## src/rtl/sw_dbg_bit_pkg.sv

```systemverilog
package sw_dbg_bit_pkg;
   typedef enum logic [1:0] {
      ST_IDLE  = 2'd0,
      ST_ARMED = 2'd1,
      ST_LOW   = 2'd2,
      ST_PULSE = 2'd3
   } tx_state_t;
endpackage

```

## src/rtl/sw_dbg_bit_sync.sv

```systemverilog
module sw_dbg_bit_sync #(
   parameter int STAGES = 2
) (
   input  logic clk,
   input  logic rst_n,
   input  logic pin_in,
   output logic fall
);
   initial begin
      if (STAGES < 2) $error("sw_dbg_bit_sync: STAGES must be at least 2");
   end

   logic [STAGES-1:0] chain;
   logic              last_q;

   generate
      for (genvar g = 0; g < STAGES; g++) begin : g_stage
         if (g == 0) begin : g_first
            always_ff @(posedge clk or negedge rst_n) begin
               if (!rst_n) chain[0] <= 1'b1;
               else        chain[0] <= pin_in;
            end
         end else begin : g_next
            always_ff @(posedge clk or negedge rst_n) begin
               if (!rst_n) chain[g] <= 1'b1;
               else        chain[g] <= chain[g-1];
            end
         end
      end
   endgenerate

   always_ff @(posedge clk or negedge rst_n) begin
      if (!rst_n) last_q <= 1'b1;
      else        last_q <= chain[STAGES-1];
   end

   assign fall = last_q & ~chain[STAGES-1];
endmodule

```

## src/rtl/sw_dbg_bit_timer.sv

```systemverilog
module sw_dbg_bit_timer #(
   parameter int CNT_W = 4
) (
   input  logic             clk,
   input  logic             rst_n,
   input  logic             clr,
   output logic [CNT_W-1:0] count
);
   localparam logic [CNT_W-1:0] CNT_MAX = '1;

   always_ff @(posedge clk or negedge rst_n) begin
      if (!rst_n)                count <= '0;
      else if (clr)              count <= '0;
      else if (count != CNT_MAX) count <= count + 1'b1;
   end
endmodule

```

## src/rtl/sw_dbg_bit_ctrl.sv

```systemverilog
module sw_dbg_bit_ctrl
   import sw_dbg_bit_pkg::*;
#(
   parameter int LOW_CYCLES   = 13,
   parameter int PULSE_CYCLES = 1,
   parameter int CNT_W        = 4
) (
   input  logic             clk,
   input  logic             rst_n,
   input  logic             fall,
   input  logic             load,
   input  logic             load_bit,
   input  logic [CNT_W-1:0] count,
   output logic             cnt_clr,
   output tx_state_t        state,
   output logic             done
);
   localparam logic [CNT_W-1:0] LOW_LAST   = CNT_W'(LOW_CYCLES - 1);
   localparam logic [CNT_W-1:0] PULSE_LAST = CNT_W'((PULSE_CYCLES > 0) ? PULSE_CYCLES - 1 : 0);
   localparam bit               HAS_PULSE  = (PULSE_CYCLES > 0);

   tx_state_t state_nx;
   logic      bit_q, bit_nx, done_nx;

   always_comb begin
      state_nx = state;
      bit_nx   = bit_q;
      done_nx  = done;
      cnt_clr  = 1'b0;
      unique case (state)
         ST_IDLE: begin
            if (load) begin
               state_nx = ST_ARMED;
               bit_nx   = load_bit;
               done_nx  = 1'b0;
            end
         end
         ST_ARMED: begin
            if (fall) begin
               cnt_clr = 1'b1;
               if (bit_q) begin
                  state_nx = ST_IDLE;
                  done_nx  = 1'b1;
               end else begin
                  state_nx = ST_LOW;
               end
            end else if (load) begin
               bit_nx = load_bit;
            end
         end
         ST_LOW: begin
            if (count == LOW_LAST) begin
               cnt_clr = 1'b1;
               if (HAS_PULSE) begin
                  state_nx = ST_PULSE;
               end else begin
                  state_nx = ST_IDLE;
                  done_nx  = 1'b1;
               end
            end
         end
         ST_PULSE: begin
            if (count == PULSE_LAST) begin
               cnt_clr  = 1'b1;
               state_nx = ST_IDLE;
               done_nx  = 1'b1;
            end
         end
         default: state_nx = ST_IDLE;
      endcase
   end

   always_ff @(posedge clk or negedge rst_n) begin
      if (!rst_n) begin
         state <= ST_IDLE;
         bit_q <= 1'b0;
         done  <= 1'b0;
      end else begin
         state <= state_nx;
         bit_q <= bit_nx;
         done  <= done_nx;
      end
   end

   // a one never pulls the line low
   assert_one_never_low_R6: assert property (@(posedge clk) disable iff (!rst_n)
      (state == ST_LOW) |-> !bit_q);

   // the bit being driven cannot be altered by a load
   assert_busy_load_ignored_R9: assert property (@(posedge clk) disable iff (!rst_n)
      ((state == ST_LOW) && load) |=> $stable(bit_q));

   // stray edge with nothing loaded keeps the block idle
   assert_idle_edge_ignored_R8: assert property (@(posedge clk) disable iff (!rst_n)
      ((state == ST_IDLE) && fall && !load) |=> (state == ST_IDLE) && $stable(done));
endmodule

```

## src/rtl/sw_dbg_bit_tx.sv

```systemverilog
module sw_dbg_bit_tx
   import sw_dbg_bit_pkg::*;
#(
   parameter int LOW_CYCLES   = 13,
   parameter int PULSE_CYCLES = 1,
   parameter int SAMPLE_CYCLE = 10,
   parameter int SYNC_STAGES  = 2
) (
   input  logic clk,
   input  logic rst_n,
   input  logic pin_in,
   input  logic load,
   input  logic load_bit,
   output logic drive_en,
   output logic drive_val,
   output logic done
);
   localparam int SPAN  = (LOW_CYCLES > PULSE_CYCLES) ? LOW_CYCLES : PULSE_CYCLES;
   localparam int CNT_W = $clog2(SPAN + 2);
   localparam int RUN_W = CNT_W + 1;

   initial begin
      if (LOW_CYCLES < 1)            $error("sw_dbg_bit_tx: LOW_CYCLES must be positive");
      if (PULSE_CYCLES < 0)          $error("sw_dbg_bit_tx: PULSE_CYCLES must not be negative");
      if (SAMPLE_CYCLE >= LOW_CYCLES) $error("sw_dbg_bit_tx: low period must outlast the host sample point");
      if (SYNC_STAGES < 2)           $error("sw_dbg_bit_tx: SYNC_STAGES must be at least 2");
   end

   logic             fall;
   logic             cnt_clr;
   logic [CNT_W-1:0] count;
   tx_state_t        state;

   sw_dbg_bit_sync #(.STAGES(SYNC_STAGES)) u_sync (
      .clk   (clk),
      .rst_n (rst_n),
      .pin_in(pin_in),
      .fall  (fall)
   );

   sw_dbg_bit_timer #(.CNT_W(CNT_W)) u_timer (
      .clk  (clk),
      .rst_n(rst_n),
      .clr  (cnt_clr),
      .count(count)
   );

   sw_dbg_bit_ctrl #(
      .LOW_CYCLES  (LOW_CYCLES),
      .PULSE_CYCLES(PULSE_CYCLES),
      .CNT_W       (CNT_W)
   ) u_ctrl (
      .clk     (clk),
      .rst_n   (rst_n),
      .fall    (fall),
      .load    (load),
      .load_bit(load_bit),
      .count   (count),
      .cnt_clr (cnt_clr),
      .state   (state),
      .done    (done)
   );

   assign drive_en  = (state == ST_LOW) || (state == ST_PULSE);
   assign drive_val = (state == ST_PULSE);

   // run-length monitors for the driven phases
   logic             low_now, high_now;
   logic [RUN_W-1:0] low_run, high_run;
   assign low_now  = drive_en && !drive_val;
   assign high_now = drive_en && drive_val;

   always_ff @(posedge clk or negedge rst_n) begin
      if (!rst_n) begin
         low_run  <= '0;
         high_run <= '0;
      end else begin
         low_run  <= low_now  ? ((low_run  == '1) ? low_run  : low_run  + 1'b1) : '0;
         high_run <= high_now ? ((high_run == '1) ? high_run : high_run + 1'b1) : '0;
      end
   end

   assert_low_length_R3: assert property (@(posedge clk) disable iff (!rst_n)
      $fell(low_now) |-> (low_run == RUN_W'(LOW_CYCLES)));

   assert_low_at_sample_R5: assert property (@(posedge clk) disable iff (!rst_n)
      (low_now && (low_run < RUN_W'(SAMPLE_CYCLE))) |=> low_now);

   assert_done_released_R7: assert property (@(posedge clk) disable iff (!rst_n)
      done |-> !drive_en);

   generate
      if (PULSE_CYCLES > 0) begin : g_pulse_chk
         assert_pulse_length_R4: assert property (@(posedge clk) disable iff (!rst_n)
            $fell(high_now) |-> (high_run == RUN_W'(PULSE_CYCLES)) && !drive_en);
         assert_release_after_pulse_R4: assert property (@(posedge clk) disable iff (!rst_n)
            $fell(drive_en) |-> $past(drive_val));
      end else begin : g_nopulse_chk
         assert_never_high_R4: assert property (@(posedge clk) disable iff (!rst_n)
            !high_now);
      end
   endgenerate
endmodule

```

## config.mk

```make
export PLATFORM = sky130hd
export DESIGN_NAME = sw_dbg_bit_tx
export DESIGN_NICKNAME = d
export VERILOG_FILES = /design/src/rtl/sw_dbg_bit_pkg.sv /design/src/rtl/sw_dbg_bit_sync.sv /design/src/rtl/sw_dbg_bit_timer.sv /design/src/rtl/sw_dbg_bit_ctrl.sv /design/src/rtl/sw_dbg_bit_tx.sv
export SDC_FILE = /design/constraint.sdc
export NUM_CORES = 1
export LEC_CHECK = 0
export BUFFER_PORTS_ARGS = -buffer_cell sky130_fd_sc_hd__buf_2
export CORE_AREA = 2 2 39 41
export CTS_BUF_LIST = sky130_fd_sc_hd__clkbuf_8
export DETAILED_ROUTE_END_ITERATION = 8
export DIE_AREA = 0 0 41 43
export PLACE_DENSITY = 0.65
export SYNTH_ARGS = -nofsm -noshare
export SYNTH_HDL_FRONTEND = slang
export SYNTH_SLANG_ARGS = --single-unit
```

## constraint.sdc

```tcl
create_clock -name clk -period 1.3 [get_ports clk]
set_input_delay 0.325 -clock clk [delete_from_list [all_inputs] [get_ports clk]]
set_output_delay 0.325 -clock clk [all_outputs]
set_load 0.02 [all_outputs]
```

; ---- Word level (Yosys, flattened, before mapping)
; Cells that the tools add are included.
[totals]
reg_bits = 11
in_bits = 5
output_inout_bits = 3
word_cells = 50
[op_classes]
addsub = 1
n_eq_ne = 11
muxes = 20
bitwise_logic = 3
reduce_logical = 8
[ops]
columns = op, n
row1 = 2-to-1 mux 2 bit, 5
row2 = 2-to-1 mux 1 bit, 9
row3 = 2-to-1 mux 4 bit, 2
row4 = one-hot mux 2 bit (4 select lines), 1
row5 = != test 2 x 1 -> 1 bit (second input constant), 3
row6 = != test 2 bit (second input constant), 3
row7 = one-hot mux 1 bit (3 select lines), 2
row8 = AND reduction 5 bit, 1
row9 = adder 4 x 1 -> 4 bit (second input constant), 1
row10 = equality test 2 bit (second input constant), 2
row11 = equality test 4 bit (second input constant), 1
row12 = logical NOT 4 bit, 1
row13 = != test 4 bit (second input constant), 1
row14 = AND reduction 4 bit, 1
row15 = nonzero test 2 bit, 2
row16 = equality test 2 x 1 -> 1 bit (second input constant), 1
row17 = logical NOT 2 bit, 1
row18 = NOT 1 bit, 2
row19 = one-hot mux 1 bit (2 select lines), 1
row20 = AND reduction 2 bit, 1
row21 = bitwise AND 1 bit, 1
row22 = logical OR 1 bit, 1

; ---- Logic depth before layout (Yosys ltp)
; Gate-level depths: netlist of the first run.
[logic_depth]
word_depth = 5
ltp_mapped = 6
mapped_depth_nobuf = 6

; ---- Hierarchy
; A second synthesis of the first run with hierarchy kept.
[hier_totals]
hier_cells = 55
hier_area_um2 = 608.1
[by_module_without_submodules]
columns = module, instances, cells_each, area_per_inst_um2, seq_area_each_um2
row1 = sw_dbg_bit_ctrl, 1, 30, 291.5, 100.1
row2 = sw_dbg_bit_timer, 1, 19, 214.0, 100.1
row3 = sw_dbg_bit_sync, 1, 4, 92.6, 78.8
row4 = sw_dbg_bit_tx, 1, 2, 10.0, 0.0

; ---- Worst setup path before layout of the first run
; OpenSTA, ideal clock, no wires.
[synth_timing]
kind = flip-flop to flip-flop
from = register u_timer.count[0]
to = register u_ctrl.done
setup_time_ps = 63
arrival_time_ps = 1219
required_time_ps = 1237
setup_slack_ps = 18
path_stages_with_launch = 7
n_path_buf = 0
synth_period_minus_slack_ps = 1282
cell_sequence = dfrtp_1 inv_1 ha_1 nand2b_4 o31ai_2 a21boi_2 o22a_2
[synth_between]
elab_chain_len = 3
[synth_rtl]
columns = item, line
row1 = start: declaration, sw_dbg_bit_timer.sv:7  ; output logic [CNT_W-1:0] count
row2 = start signal: assignment, sw_dbg_bit_timer.sv:14  ; else if (count != CNT_MAX) count <= count + 1'b1;
row3 = logical NOT 4 bit, sw_dbg_bit_ctrl.sv:63  ; if (count == PULSE_LAST) begin
row4 = != test 2 x 1 -> 1 bit (no line), n/a
row5 = AND reduction 5 bit (no line), n/a
row6 = end signal: assignment, sw_dbg_bit_ctrl.sv:81  ; done <= done_nx;
row7 = end: declaration, sw_dbg_bit_ctrl.sv:16  ; output logic done
; No other way between the ends.
; A chain may end at the register's enable or synchronous reset.

; ---- Final worst setup path of the first run
; Same ends and word-level chain as after synthesis.

==> impl_metrics.yaml, run 1 <==
detailed_routing:
  firstDrtPassIters: 2
  num_vias: 436
  highest_layer: "met3"
  wl_met1_um: 441
  met2_length_um: 598
  viasPerCell: 5.129
  dr_wl_met3_um: 33
  drt_iter0_drc: 3
  wirelength_um: 1073
  antenna_left: 0
  remaining_drc_errors: 0
  routedWlPerCell_um: 12.62
floorplan:
  ios: 8
  die_w_um: 41
  num_rows: 14
  die_h_um: 43
  dieArea_mm2: 0.001763
  start_util_pct: 41.59
  core_area_mm2: 0.001384
global_routing:
  grt-ovfl-total: 0
  grt_start_max_net_pins: 12
  grt_pass1_wl_um: 1766
  grt_use_total_pct: 15.97
  grt_pass1_vias: 399
  grt_antenna_before_repair: 0
sta:
  clock_skew_ps: 0.3782
  max_freq_ghz: 0.7871
  hold_ws_ps: 191.5
  fin_crit_ps: 1270
  fin_tns_setup_ps: 0
  rsz0062_at_grt: "yes"
  setup_violations: 0
  drv_slew: 0
  setup_slack_ps: 29.58
  worst_pin_slew_ps: 319.9
  hold_violations: 0
  fin_crit_sh_pct: 97.72
  maxSlewHeadroom_pct: 78.67
yosys:
  synthDistinctLibCells: 30
  synth_seq_cells: 11
  syn_nets: 61
  synth_seq_area_share_pct: 48.48
  yosysTopAreaCellShare_pct: 34.78
  synthCells: 54
  yosys.area.top_type: "dfrtp_1"
  netlist_area_um2: 575.6
  synth.area.top_cells: "dfrtp_1 (35%), dfstp_2 (14%), a21oi_1 (4.3%)"
  avgSynthCellArea_um2: 10.66
  synth_warnings: 0
power:
  p_int_w: 0.001230
  switchingPower_w: 0.0007571
  cellLeakagePower_nw: 0.3388
  p_per_area_mw_per_mm2: 2607
  comb_power_share_pct: 52.9
  peakVddDrop_mv: 1.005
  seq_power_share_pct: 30.7
  pwr-share-clk_pct: 16.4
  p_sw_share_pct: 38.11
placement:
  globalplace.congestion: 0.6642
  pre_cts_ws_ps: 4.942
  dp_hpwl_um: 735.9
  placed_area_um2: 648.1
  io_buffers: 7
outcome:
  outcome: "finished, final reports clean"
critical_path:
  worst_setup_path_start_kind: "register"
  rrSetupSlack_ps: 30
  timing.rr.end: "u_ctrl.done"
  worst-path-max-fanout: 3
  cp-end-kind: "register"
  reg2reg_from: "u_timer.count[0]"
  crit_type: "reg2reg"
  required_ps: 1480
  rr_worst_depth: 6
  worstPathArrival_ps: 1450
layout:
  nNetsFinal: 77
  num_antenna_cells: 0
  syn2layout_area_growth_pct: 32.39
  multi_input_area_um2: 307.8
  final_cell_area_um2: 762.0
  final_cell_mix: "buf_2 (6), buf_4 (6), dfrtp_1 (6)"
  n_fill_cell: 123
  drive_gt1_share_pct: 53.62
  seq_area_um2: 281.5
  final_util_pct: 55.06
clock_network:
  h-tree-depth: 1
  cts_tree: "done"
  clkLatencyLatePin_ps: 230
  clk_pin_slew_worst_paths_ps: 50
  clock-sinks: 11
  numCtsBuffers: 3
  cts_root_buffer: "clkbuf_8"
  clockBufferDepth: 2
job:
  maxCapViolations: 0
hold_path:
  whs_endpoint: "u_sync.chain[0]"
  hold_path_class: "in2reg"
  worstHoldStart: "pin_in"
  whs_path_depth: 1
flip-flops by register name, indices dropped and copies added, names as in the netlist, named ones only:
name / flops
u_timer.count: 4
u_sync.chain: 2
u_ctrl.bit_q: 1
u_ctrl.done: 1
u_ctrl.state: 1
u_sync.last_q: 1
how the worst max path moves through the flow:
stage | from | end | depth (start not counted)
floorplan | u_timer.count[0] | u_ctrl.done | 6
global placement | u_timer.count[0] | u_ctrl.done | 6
global route | u_timer.count[0] | u_ctrl.done | 6
CTS | u_ctrl.state[0] | drive_val | 2
finish | u_timer.count[0] | u_ctrl.done | 6
detailed placement | u_timer.count[0] | u_ctrl.done | 6
cells by family after synthesis:
logic type               after synthesis  share of synthesized area (%)
AO/OA/AOI/OAI                         13                          16.52
XOR/XNOR                               1                          1.522
flip-flops                            11                          48.48
adder cells (fa/ha/maj)                2                          4.347
multiplexers                           2                          3.696
AND/OR/NAND/NOR                       19                          21.30
buffers and inverters                  6                          4.130
through the flow:
stage / instances / power [W]
after floorplan: 54 / 0.001241
after global placement: 78 / 0.001454
after detailed placement: 78 / 0.001479
after CTS: 85 / 0.001887
after global routing: 85 / 0.002162
final: 85 / 0.001987
per-layer routing:
metal	track usage (%)	vias up
li1	-	220
met1	18.12	208
met2	22.81	8
met3	7.853	0
met4	10.00	0
met5	0	-
final cells by class:
class	instances	area share [%]
clock buffers	3	5.419
flip-flops and latches	11	36.95
clock inverters	1	0.4926
inverters	3	1.478
multi-input cells	37	40.39
repair buffers	14	12.64
well taps	16	2.627
synthesized netlist by cell type:
cell,count
o31ai_2,1
a21oi_1,5
o21ai_0,1
inv_1,2
o21ai_2,1
buf_2,1
mux2i_1,1
o21ai_1,1
mux2_2,1
nand3b_1,2
dfstp_2,3
a31oi_1,1
nor3_2,2
nand2b_4,1
or2_4,1
and3b_1,1
o311a_2,1
nand3_1,2
and2_2,1
clkbuf_1,2
dfrtp_1,8
nor3b_1,1
nor2_1,5
nand2_1,2
o22a_2,1
nor3_1,1
inv_2,1
ha_1,2
xnor2_1,1
a21boi_2,1
critical path, cell delays in order (launching register included):
cell and delay, ps:
dfrtp_1 380, inv_1 100, ha_4 160, nand2b_4 70, o31ai_4 180, a21boi_2 180
o22a_2 140
repair_timing:
item,in CTS,in global routing
setup endpoints to repair,2,4
hold buffers,1,0
gates resized for setup,3,8
pin swaps,0,1
buffers inserted,2,0
hold endpoints to repair,8,0
power by group through the flow:
stage,Clock (W),Sequential [W],Combinational [W]
after global placement,0,0.000640,0.000814
after floorplan,0,0.000609,0.000632
after detailed placement,0,0.000644,0.000835
final,0.000325,0.000610,0.00105
after global routing,0.000366,0.000633,0.00116
after CTS,0.000343,0.000599,0.000944
Power figures use the tool's default switching activity.
==> run 2: changes to the inputs <==
==> constraint.sdc (replaced) <==
create_clock -name clk -period 1.3 [get_ports clk]
set_input_delay 0.13 -clock clk [delete_from_list [all_inputs] [get_ports clk]]
set_output_delay 0.13 -clock clk [all_outputs]
set_load 0.02 [all_outputs]
==> impl_metrics.yaml, run 2 (synthesized netlist as in run 1, its figures left out) <==
power:
  p_int_w: 0.001164
  p_sw_share_pct: 39.05
  switchingPower_w: 0.0007455
  p_per_area_mw_per_mm2: 2551
  seq_power_share_pct: 34.8
  pwr-share-clk_pct: 17.0
  comb_power_share_pct: 48.2
  cellLeakagePower_nw: 0.3310
  totalPowerFinal_w: 0.001909
  peakVddDrop_mv: 0.9331
sta:
  setup_violations: 0
  fin_crit_ps: 1249
  hold_violations: 0
  setup_slack_ps: 51.39
  maxSlewHeadroom_pct: 78.95
  drv_slew: 0
  max_freq_ghz: 0.8009
  worst_pin_slew_ps: 315.8
  hold_ws_ps: 144.9
  clock_skew_ps: 0.5408
  fin_crit_sh_pct: 96.05
global_routing:
  grt-ovfl-total: 0
  grt_antenna_before_repair: 0
  grt_pass1_wl_um: 1697
  grt_start_max_net_pins: 12
  grt_use_total_pct: 15.56
  grt_pass1_vias: 381
clock_network:
  h-tree-depth: 1
  cts_setup_buffers: 0
  clk_pin_slew_worst_paths_ps: 50
  clkLatencyLatePin_ps: 230
  numCtsBuffers: 3
  clock-sinks: 11
  cts_root_buffer: "clkbuf_8"
  cts_tree: "done"
  clockBufferDepth: 2
layout:
  final_cell_mix: "dfrtp_1 (7), buf_2 (7), a21oi_1 (5), nor2_1 (5), buf_4 (4)"
  largest_register_ffs: 4
  regMostFlops: "u_timer.count"
  nNetsFinal: 76
  syn2layout_area_growth_pct: 30.00
  num_antenna_cells: 0
  top_regs: "u_timer.count (4), u_sync.chain (2)"
  drive_gt1_share_pct: 51.47
outcome:
  outcome: "finished, final reports clean"
floorplan:
  die_h_um: 43
  ios: 8
  start_util_pct: 41.59
  die_w_um: 41
  core_area_mm2: 0.001384
  dieArea_mm2: 0.001763
  num_rows: 14
hold_path:
  hold_path_class: "in2reg"
critical_path:
  cp-end-kind: "register"
  required_ps: 1480
  worstPathArrival_ps: 1430
  crit_type: "reg2reg"
  worst_setup_path_start_kind: "register"
  worst-path-max-fanout: 3
placement:
  globalplace.congestion: 0.6642
  pre_cts_ws_ps: 4.942
  io_buffers: 7
  dp_hpwl_um: 735.9
detailed_routing:
  num_vias: 429
  routedWlPerCell_um: 12.75
  antenna_left: 0
  drt_iter0_drc: 4
  remaining_drc_errors: 0
  firstDrtPassIters: 2
  wirelength_um: 1071
  viasPerCell: 5.107
job:
  maxCapViolations: 0
==> run 2: cell count changes in the layout (fill, tap and decap cells not counted), sizes merged <==
cell	delta
dlygate4sd3	+1
buf	-2
==> run 2: layer usage <==
| layer | GRT usage [%] | wire [µm] | up-vias |
|---|---|---|---|
| li1 | - | - | 218 |
| met1 | 17.45 | 448 | 203 |
| met2 | 22.19 | 587 | 8 |
| met3 | 7.853 | 35 | 0 |
| met4 | 10.00 | 0 | 0 |
| met5 | 0 | 0 | - |
==> run 2: per-stage QoR <==
step	std cells	setup TNS, ps	util, %	instance area [µm²]
after floorplan	54	0	-	575.6
after global placement	78	0	46.84	648.1
after detailed placement	78	0	46.84	648.1
after CTS	84	0	51.72	715.7
after global routing	84	-24.52	54.07	748.2
final	84	0	54.07	748.2
==> run 2: layout make-up <==
| class | count | area, µm² |
|---|---|---|
| fillers | 122 | 635.6 |
| multi-input cells | 37 | 306.5 |
| flip-flops and latches | 11 | 280.3 |
| repair buffers | 13 | 85.08 |
| clock buffers | 3 | 41.29 |
| well taps | 16 | 20.02 |
| inverters | 3 | 11.26 |
| clock inverters | 1 | 3.754 |
==> run 2: final timing paths <==
path	startpoint	endpoint	slack [ps]	cells after the start
setup reg to reg	u_timer.count[0]	u_ctrl.done	50	6
setup / recovery	u_timer.count[0]	u_ctrl.done	50	6
hold reg to reg	u_sync.chain[0]	u_sync.chain[1]	350	0
max in group asynchronous	rst_n	u_sync.last_q	740	2
hold / removal	load_bit	u_ctrl.bit_q	140	2
min in group asynchronous	rst_n	u_timer.count[3]	290	2
==> run 2: power groups by stage <==
stage,clock network (W),registers [W],logic (W)
floorplan,0,0.000609,0.000632
global placement,0,0.000640,0.000814
detailed placement,0,0.000644,0.000835
CTS,0.000343,0.000644,0.000850
global route,0.000366,0.000690,0.00102
finish,0.000325,0.000664,0.000920
==> run 2: repair_timing <==
| action | 4_1_cts | 5_1_grt |
|---|---|---|
| gates resized for setup | 1 | 7 |
| endpoints found under the hold margin | 12 | 0 |
| hold buffers | 2 | 0 |
| cloned | 0 | 0 |
| endpoints found under the setup margin | 1 | 4 |
==> run 2: critical path, cell delays in order, from the launching register on <==
cell,delay (ps)
dfrtp_1,390
inv_2,70
ha_4,150
nand2b_4,70
o31ai_4,180
a21boi_2,180
o22a_2,140
==> run 3: changes to the inputs <==
PLACE_DENSITY = not set   (was 0.65)
clock period = 1.25 ns   (was 1.3 ns; I/O delays follow)
==> impl_metrics.yaml, run 3 (synthesized netlist as in run 1, its figures left out) <==
floorplan:
  start_util_pct: 41.59
  die_w_um: 41
  dieArea_mm2: 0.001763
  core_area_mm2: 0.001384
  die_h_um: 43
  ios: 8
  num_rows: 14
layout:
  nNetsFinal: 80
  final_util_pct: 56.69
  final_cell_mix: "buf_4 (8), buf_2 (7), dfrtp_1 (6)"
  largest_register_ffs: 4
  drive_gt1_share_pct: 55.56
  syn2layout_area_growth_pct: 36.30
  finalNonFillerCells: 88
  top_regs: "u_timer.count (4), u_sync.chain (2)"
  final_common_cell: "buf_4"
  num_antenna_cells: 0
  regMostFlops: "u_timer.count"
detailed_routing:
  wirelength_um: 1097
  firstDrtPassIters: 3
  antenna_left: 0
  viasPerCell: 5.102
  num_vias: 449
  routedWlPerCell_um: 12.47
  drt_iter0_drc: 5
  remaining_drc_errors: 0
clock_network:
  cts_tree: "done"
  clkLatencyLatePin_ps: 240
  h-tree-depth: 1
  cts_root_buffer: "clkbuf_8"
  clk_pin_slew_worst_paths_ps: 50
  clockBufferDepth: 2
  clock-sinks: 11
  numCtsBuffers: 3
outcome:
  outcome: "finished, violations left"
  violations: "negative setup slack"
global_routing:
  grt_pass1_wl_um: 1807
  grt_use_total_pct: 15.96
  grt_start_max_net_pins: 12
  grt_antenna_before_repair: 0
  met1_usage_pct: 16.39
  grt-busiest-layer: "met2"
  globalRouteMet2Util_pct: 24.38
  grtUsageMet3_pct: 7.853
  grt_pass1_vias: 438
  grt-ovfl-total: 0
sta:
  clock_skew_ps: 2.837
  worst_pin_slew_ps: 255.7
  drv_slew: 0
  maxSlewHeadroom_pct: 82.95
  fin_crit_ps: 1254
  hold_ws_ps: 116.9
  setup_violations: 1
  max_freq_ghz: 0.7974
  fin_crit_sh_pct: 100.3
  setup_slack_ps: -4.089
  rsz0062_at_grt: "yes"
  hold_violations: 0
critical_path:
  worst_setup_path_start_kind: "register"
  worstPathArrival_ps: 1440
  cp-end-kind: "register"
  required_ps: 1440
  worst-path-max-fanout: 4
  crit_type: "reg2reg"
power:
  p_per_area_mw_per_mm2: 2687
  p_sw_share_pct: 39.21
  switchingPower_w: 0.0008265
  comb_power_share_pct: 49.7
  cellLeakagePower_nw: 0.3495
  p_int_w: 0.001281
  pwr-share-clk_pct: 17.5
  seq_power_share_pct: 32.8
  peakVddDrop_mv: 1.235
placement:
  globalplace.congestion: 0.6691
  dpl.cell_count: 81
  io_buffers: 7
  dp_hpwl_um: 757.3
  pre_cts_ws_ps: -19.30
job:
  maxCapViolations: 0
hold_path:
  hold_path_class: "in2reg"
run 3: path summary, 6_finish.rpt:
path / start / endpoint / slack (ps) / depth (start not counted)
max in group asynchronous: rst_n / u_sync.chain[1] / 710 / 2
min in group asynchronous: rst_n / u_timer.count[2] / 280 / 2
worst min-delay path: load_bit / u_ctrl.bit_q / 120 / 2
worst max register to register: u_timer.count[0] / u_ctrl.done / -4 / 6
worst max-delay path: u_timer.count[0] / u_ctrl.done / -4 / 6
worst min register to register: u_sync.chain[0] / u_sync.chain[1] / 350 / 0
run 3: final cells by class:
cell class	count	area, µm²
repair buffers	17	115.1
flip-flops and latches	11	281.5
well taps	16	20.02
multi-input cells	37	310.3
clock buffers	3	41.29
fillers	118	599.3
inverters	3	11.26
clock inverters	1	5.005
run 3: through the flow:
| stage | setup TNS (ps) | total power (W) | area (µm²) |
|---|---|---|---|
| after floorplan | 0 | 0.001329 | 588.1 |
| after global placement | 0 | 0.001614 | 683.2 |
| after detailed placement | -19.30 | 0.001628 | 683.2 |
| after CTS | 0 | 0.002047 | 758.2 |
| after global routing | -116.5 | 0.002287 | 784.5 |
| final | -4.089 | 0.002108 | 784.5 |
run 3: power by group through the flow:
stage          registers (W)  clock network [W]  logic (W)
2_1_floorplan       0.000633                  0   0.000696
3_3_place_gp        0.000670                  0   0.000944
3_5_place_dp        0.000673                  0   0.000955
4_1_cts             0.000683           0.000379   0.000985
5_1_grt             0.000720           0.000394    0.00117
6_report            0.000691           0.000369    0.00105
run 3: layer usage:
layer,wire length [µm],vias to the layer above
met5,0,-
met4,18,0
met3,41,2
met2,553,8
met1,484,216
li1,-,223
run 3: worst max-delay path: stages (launching register included):
cell	delay [ps]
dfrtp_1	410
inv_2	80
ha_4	140
nand2b_4	60
o31ai_4	180
a21boi_2	180
o22a_2	140
run 3: what timing repair did:
item	4_1_cts	5_1_grt
setup buffers	0	1
resized for setup	2	5
hold endpoints to repair	12	0
hold buffers	2	0
setup endpoints to repair	1	7
